### config.mk
export PLATFORM = sky130hd
export DESIGN_NAME = fsk_sync_detect
export DESIGN_NICKNAME = d
export VERILOG_FILES = /design/src/rtl/fsk_sync_pkg.sv /design/src/rtl/fsk_sym_window.sv /design/src/rtl/fsk_dist_sum.sv /design/src/rtl/fsk_sync_detect.sv
export SDC_FILE = /design/constraint.sdc
export NUM_CORES = 1
export LEC_CHECK = 0
export CAP_MARGIN = 20
export CORE_UTILIZATION = 45
export CTS_BUF_LIST = sky130_fd_sc_hd__clkbuf_2 sky130_fd_sc_hd__clkbuf_4 sky130_fd_sc_hd__clkbuf_8
export DETAILED_ROUTE_END_ITERATION = 7
export SETUP_SLACK_MARGIN = 0.15
export SYNTH_ARGS = -nofsm -noshare
export SYNTH_HDL_FRONTEND = slang
export SYNTH_HIERARCHICAL = 1
export SYNTH_SLANG_ARGS = --single-unit
### constraint.sdc
create_clock -name clk -period 6.7 [get_ports clk]
set_input_delay 0.67 -clock clk [delete_from_list [all_inputs] [get_ports clk]]
set_output_delay 0.67 -clock clk [all_outputs]
set_load 0.01 [all_outputs]
### src/rtl/fsk_sync_pkg.sv
package fsk_sync_pkg;

    typedef logic [1:0] lvl_t;

    localparam logic [1:0] TOL_RESET = 2'b10;

    // step distance between two level indices
    function automatic logic [1:0] lvl_dist(lvl_t a, lvl_t b);
        return (a > b) ? (a - b) : (b - a);
    endfunction

    // tolerance field to allowed step count: 0, 2, 4, 6
    function automatic logic [2:0] tol_limit(logic [1:0] field);
        return {field, 1'b0};
    endfunction

endpackage

### src/rtl/fsk_sym_window.sv
module fsk_sym_window #(
    parameter int N = 24
) (
    input  logic           clk,
    input  logic           rst,
    input  logic           clear,
    input  logic           shift_en,
    input  logic [1:0]     code_in,
    output logic [N*2-1:0] win_nx,
    output logic           full_nx
);
    localparam int CNT_W = $clog2(N + 1);

    typedef struct packed {
        logic [N*2-1:0] win;
        logic [CNT_W-1:0] fill;
    } win_st_t;

    win_st_t st_d, st_q;

    always_comb begin
        st_d = st_q;
        if (clear) begin
            st_d.fill = '0;
        end else if (shift_en) begin
            // newest symbol enters at the top, oldest leaves from bits 1:0
            st_d.win = {code_in, st_q.win[N*2-1:2]};
            if (st_q.fill != CNT_W'(N))
                st_d.fill = st_q.fill + 1'b1;
        end
    end

    always_ff @(posedge clk) begin
        if (rst) begin
            st_q <= '0;
        end else begin
            st_q <= st_d;
        end
    end

    assign win_nx  = st_d.win;
    assign full_nx = (st_d.fill == CNT_W'(N));

endmodule

### src/rtl/fsk_dist_sum.sv
module fsk_dist_sum
    import fsk_sync_pkg::*;
#(
    parameter int N = 24,
    parameter logic [N*2-1:0] SYNC_WORD = '0,
    localparam int SCORE_W = $clog2(3 * N + 1)
) (
    input  logic [N*2-1:0]   win,
    output logic [SCORE_W-1:0] score
);
    logic [1:0] cost [N];

    for (genvar i = 0; i < N; i++) begin : g_pos
        assign cost[i] = lvl_dist(win[2*i +: 2], SYNC_WORD[2*i +: 2]);
    end

    always_comb begin
        score = '0;
        for (int i = 0; i < N; i++)
            score = score + SCORE_W'(cost[i]);
    end

endmodule

### src/rtl/fsk_sync_detect.sv
module fsk_sync_detect
    import fsk_sync_pkg::*;
#(
    parameter int N = 24,
    parameter logic [N*2-1:0] SYNC_WORD = 48'h3A5C961E7B24
) (
    input  logic       clk,
    input  logic       rst,
    input  logic       sym_valid,
    input  logic [1:0] sym_code,
    input  logic       tx_mode,
    input  logic       ctrl_we,
    input  logic [7:0] ctrl_byte,
    output logic       detect
);
    localparam int SCORE_W = $clog2(3 * N + 1);

    typedef struct packed {
        logic [1:0] tol;
        logic       armed;
        logic       det;
    } top_st_t;

    top_st_t st_d, st_q;

    logic [N*2-1:0]     win_nx;
    logic               full_nx;
    logic [SCORE_W-1:0] score;
    logic               accept;
    logic               match;
    logic               ctrl_unused;

    assign ctrl_unused = ^{ctrl_byte[7:6], ctrl_byte[3:0]};
    assign accept      = sym_valid & ~tx_mode;

    fsk_sym_window #(.N(N)) u_window (
        .clk      (clk),
        .rst      (rst),
        .clear    (tx_mode),
        .shift_en (accept),
        .code_in  (sym_code),
        .win_nx   (win_nx),
        .full_nx  (full_nx)
    );

    fsk_dist_sum #(.N(N), .SYNC_WORD(SYNC_WORD)) u_score (
        .win   (win_nx),
        .score (score)
    );

    assign match = full_nx && (score <= SCORE_W'(tol_limit(st_q.tol)));

    always_comb begin
        st_d     = st_q;
        st_d.det = 1'b0;
        if (tx_mode) begin
            st_d.armed = 1'b0;
        end else if (accept) begin
            st_d.det   = match & ~st_q.armed;
            st_d.armed = match;
        end
        if (ctrl_we)
            st_d.tol = ctrl_byte[5:4];
    end

    always_ff @(posedge clk) begin
        if (rst) begin
            st_q.tol   <= TOL_RESET;
            st_q.armed <= 1'b0;
            st_q.det   <= 1'b0;
        end else begin
            st_q <= st_d;
        end
    end

    assign detect = st_q.det;

endmodule

Word level (Yosys, flattened, before mapping)
Cells that the tools add are included.
Storage, ports and cells
  RAM bits: 0
  bits in latches: 0
  word-level logic and storage cells: 135
  bits in registers: 57
  memories: 0
  output and inout bits: 1
  bits of input ports: 15
  ROM bits: 0
Operators by class
  shift-type cells: 0
  $mul: 0
  magnitude comparators: 25
  div/mod/pow operators: 0
  muxes and demuxes: 28
  add/sub/neg operators: 67
  eq/ne operators: 2
  reductions and logical operators: 3
  bitwise gates (word level): 5
Operator list (number)
  $add A7 B2 Y7: 22
  $mux W53: 1
  $mux W2: 24
  $mux W48: 1
  $gt A2 B1 Y1 const B: 12
  $gt A2 B2 Y1 const B: 12
  $sub A1 B2 Y2 const A: 12
  $sub A2 B2 Y2 const A: 12
  $sub A2 B2 Y2 const B: 12
  $sub A2 B1 Y2 const B: 7
  $mux W5: 2
  $le A7 B3 Y1: 1
  $add A5 B1 Y5 const B: 1
  $eq A5 B5 Y1 const B: 1
  $ne A5 B5 Y1 const B: 1
  $add A2 B2 Y3: 1
  $not A1 Y1: 3
  $reduce_or A3 Y1: 1
  $and A1 B1 Y1: 2
  $reduce_or A2 Y1: 1
  $logic_and A1 B1 Y1: 1

Longest topological paths before layout
  depth after elaboration: 32
  gate-level depth with buffers: 27
  depth with buffers taken out: 24

Hierarchy
The synthesis kept the hierarchy.
Modules (own cells, without submodules)
  fsk_sym_window: sequential area each 1061.0 um^2, area each 2580.0 um^2, cells an instance 235, instances 1
  fsk_dist_sum: sequential area each 0.0 um^2, area each 1492.7 um^2, cells an instance 155, instances 1
  fsk_sync_detect: sequential area each 80.1 um^2, area each 216.5 um^2, cells an instance 22, instances 1

Worst setup path after synthesis
Ideal clock, no wire load.
  path type: input port to flip-flop
  from: in sym_valid
  to: reg st_q[1] (netlist name)
  buffers on the path: 3
  setup time: 0.079 ns
  data arrival time: 6.826 ns
  setup slack: -0.205 ns
  data required time: 6.621 ns
  cell stages on the path: 24
  cells stage by stage: nor2b_2 -> nand2b_1 -> buf_4 -> buf_6 -> mux2_4 -> buf_4 -> inv_1 -> ha_1 -> nand2_1 -> o21ai_0 -> fa_1 -> fa_1 -> fa_1 -> fa_1 -> fa_1 -> fa_1 -> ha_1 -> fa_1 -> a21o_1 -> a21oi_2 -> xor2_1 -> nor4_2 -> nand4_1 -> a211oi_2
RTL lines
  start, declared: RTL line fsk_sync_detect.sv:9  | input logic sym_valid,

==> summary.md <==
| Metric | Value |
|---|---|
| Status | `finished clean` |
| P per Cell Area | `151.2 mW/mm^2` |
| CP endpoint kind | `flip-flop` |
| Vias in the first global route | `2632` |
| CP endpoint | `st_q[1]` |
| Largest net degree at the start of global routing | `58` |
| Fmax | `158.7 MHz` |
| Clk Latency, worst-skew pair | `0.33 ns` |
| Most common cell after layout, fill and taps aside | `inv_1` |
| Final ANT Viol Nets | `0` |
| Tot Pwr | `0.7164 mW` |
| TritonCTS clock tree | `yes` |
| Leak | `2.167 nW` |
| # port buffers | `9` |
| Yosys reg bits | `57` |
| Setup crit start kind | `input pin` |
| Die Ht | `99.63 um` |
| Crit. path cell count | `23` |
| Crit-path cells | `clkbuf_2 > nor2b_4 > nand2b_4 > buf_12 > mux2_4 > inv_4 > ha_4 > mux2i_4 > fa_1 > inv_1 > fa_1 > fa_2 > fa_2 > fa_1 > fa_1 > ha_2 > fa_2 > buf_4 > buf_4 > xor2_1 > nor4_2 > nand4_1 > a211oi_2` |
| Number of remaining DRC errors | `0` |
| Slew Limit Fails | `0` |
| # nets final | `486` |
| GRT overflow | `0` |
| Synth cell types | `34` |
| Initial core utilization | `0.4642` |
| Worst hold path class | `flip-flop to flip-flop` |
| Worst hold path depth | `1` |
| Syn Nets | `489` |
| Max incr delay on CP | `0.57 ns` |
| Gr usage total | `0.1569` |
| Crit share post-route | `0.9408` |
| Worst Path Buf+Inv | `6` |
| Crit path max fanout | `5` |
| Reg clk slew, reported paths | `0.06 ns` |
| Critical Path Start | `tx_mode` |
| CTS Sinks | `57` |
| DRT iter0 DRCs | `21` |
| FF/Latch Area | `0.001141 mm^2` |
| Critical R2R Launch | `u_window/st_q[40]` |
| WHS | `0.4484 ns` |
| Clk_skew | `0.01002 ns` |
| Worst reg2reg setup slack | `0.97 ns` |
| Filler cells | `824` |
| CP max stage cell | `fa_2` |
| Die Wd | `99.63 um` |
| Maxcap violations | `0` |
| Via count | `2439` |
| Most used cell along the critical path | `fa_1` |
| Clock buffer depth | `2` |
| HPWL after DPL | `5.003 mm` |
| Initial antenna violation count | `0` |
| First-pass iteration count of the detailed router | `4` |
| Post-Synthesis Cells | `412` |
| Yosys warns | `6` |
| CORE AREA | `0.009240 mm^2` |
| Clock root cell | `clkbuf_8` |
| H-tree level count | `3` |
| Routed vias/inst | `4.500` |
| Wire per inst | `12.60 um` |
| FF-to-FF End | `st_q[1]` |
| FF-to-FF path depth | `19` |
| Layout cells sized above 1 | `0.3220` |
| Mean post-synth cell area | `10.41 um^2` |
| Crit path kind | `input pin to flip-flop` |
| Fin util | `0.5128` |
| Relative slew slack | `0.2902` |
| Worst Tran Pin Value | `1.065 ns` |
| Post-Place Setup Slack | `-0.4338 ns` |
| Crit path time final | `6.303 ns` |
| Gpl congestion | `0.7634` |
| CP arrival | `6.55 ns` |
| Full die area | `0.009926 mm^2` |
| Synthesis-to-finish area growth | `10.47%` |
| RSZ-0062 raised after global routing | `no` |
| Ports | `16` |
| Multi-input gate area | `0.002576 mm^2` |
| N_diodes | `0` |
| Total Neg Setup Slack | `0 ns` |
| VDD IR max | `75.82 uV` |
| Worst setup margin | `0.3969 ns` |
| First-pass GRT wire length | `11.91 mm` |
| Top delay family on crit path | `adder cells` |
| Num CTS Buffers | `9` |
| Hold Vio Cnt, Final | `0` |
| DRT Wirelength | `6.831 mm` |
| Highest-count cells in the layout ignoring fill and taps | `inv_1, dfxtp_1, nor2b_1` |
| Crit path required time | `6.95 ns` |
| Setup Viol. Count Final | `0` |
| Cell row count | `35` |
| Sequential area share after synthesis | `0.2660` |
| Post-Syn Area | `0.004289 mm^2` |
==> synth_stat cells, drive strengths merged <==
cell type  number  area share
nor4            2      0.0058
or2             2      0.0029
nor3b           2      0.0035
o211ai          1      0.0018
mux2           48        0.14
a211oi          1      0.0029
nand2b          3      0.0044
clkbuf          6      0.0053
mux2i           5       0.012
xor2            3      0.0061
xnor2           6       0.012
fa             43        0.20
inv            68       0.060
a21oi           4      0.0064
nand3           2      0.0023
o32ai           1      0.0020
nor2b          50       0.074
nor3            5      0.0058
a21o            2      0.0035
o22ai           2      0.0029
nand2          11      0.0096
ha             19       0.055
nand4           3      0.0044
o21ai           4      0.0047
buf            53       0.093
nor2            6      0.0053
dfxtp          57        0.27
and2            2      0.0029
and3            1      0.0015
==> what timing repair did <==
item                       CTS  global route
buffers inserted             5             1
setup endpoints to repair    2             2
cloned                       2             1
gates resized for setup     22            12
pin swaps                   27            23
hold buffers                 0             0
==> stage by stage <==
step	cells	cell area (um^2)
2_1_floorplan	412	4322
3_3_place_gp	518	4368
3_5_place_dp	518	4368
4_1_cts	540	4690
5_1_grt	542	4738
6_report	542	4738
==> logic make-up (layout without fill, tap and decap cells) <==
kind of cell	Yosys count	count (layout)	synth area share
xor+xnor	9	9	0.01838
compound gates	15	15	0.02421
flops	57	57	0.2660
buf+inv	127	128	0.1581
fa+ha+maj	62	62	0.2561
mux	53	53	0.1552
simple gates	89	89	0.1219
==> worst min-delay path by stage <==
stage / startpoint / end
6_report: st_q[1] / detect
5_1_grt: st_q[1] / detect
3_3_place_gp: st_q[1] / detect
4_1_cts: st_q[1] / detect
2_1_floorplan: st_q[1] / detect
3_5_place_dp: st_q[1] / detect
==> power breakdown <==
group | switching (mW) | total, mW | internal, mW
Sequential | 0.000778 | 0.341 | 0.340
Combinational | 0.0479 | 0.101 | 0.0531
Clock | 0.131 | 0.274 | 0.143
Total | 0.179 | 0.716 | 0.537
==> worst register-to-register path: cells and delay by family (launching register included) <==
family	cells	cell delay (ns)
multiplexers	2	0.51
XOR/XNOR	1	0.14
AO/OA/AOI/OAI	1	0.23
AND/OR/NAND/NOR	2	0.53
flip-flops	1	0.33
buffers and inverters	4	0.40
adder cells (fa/ha/maj)	9	3.53
==> state kept, by name, summed over array words and instances (netlist names) <==
name,flops
u_window/st_q,53
st_q,3
detect,1
==> layout make-up <==
cell class | count | share of cell area
inverter | 68 | 0.05545
multi-input combinational | 228 | 0.5437
clock buffer | 11 | 0.03063
clock inverter | 4 | 0.004225
tap | 129 | 0.03406
timing repair buffer | 45 | 0.09110
sequential | 57 | 0.2408
==> metal layers <==
| layer | up-vias | GRT usage | wire length [um] |
|---|---|---|---|
| met4 | 0 | 0.07466 | 149 |
| met1 | 1182 | 0.1897 | 3193 |
| li1 | 1228 | - | - |
| met3 | 12 | 0.03022 | 108 |
| met5 | - | 0 | 0 |
| met2 | 17 | 0.2692 | 3380 |
Power figures use the tool's default switching activity.
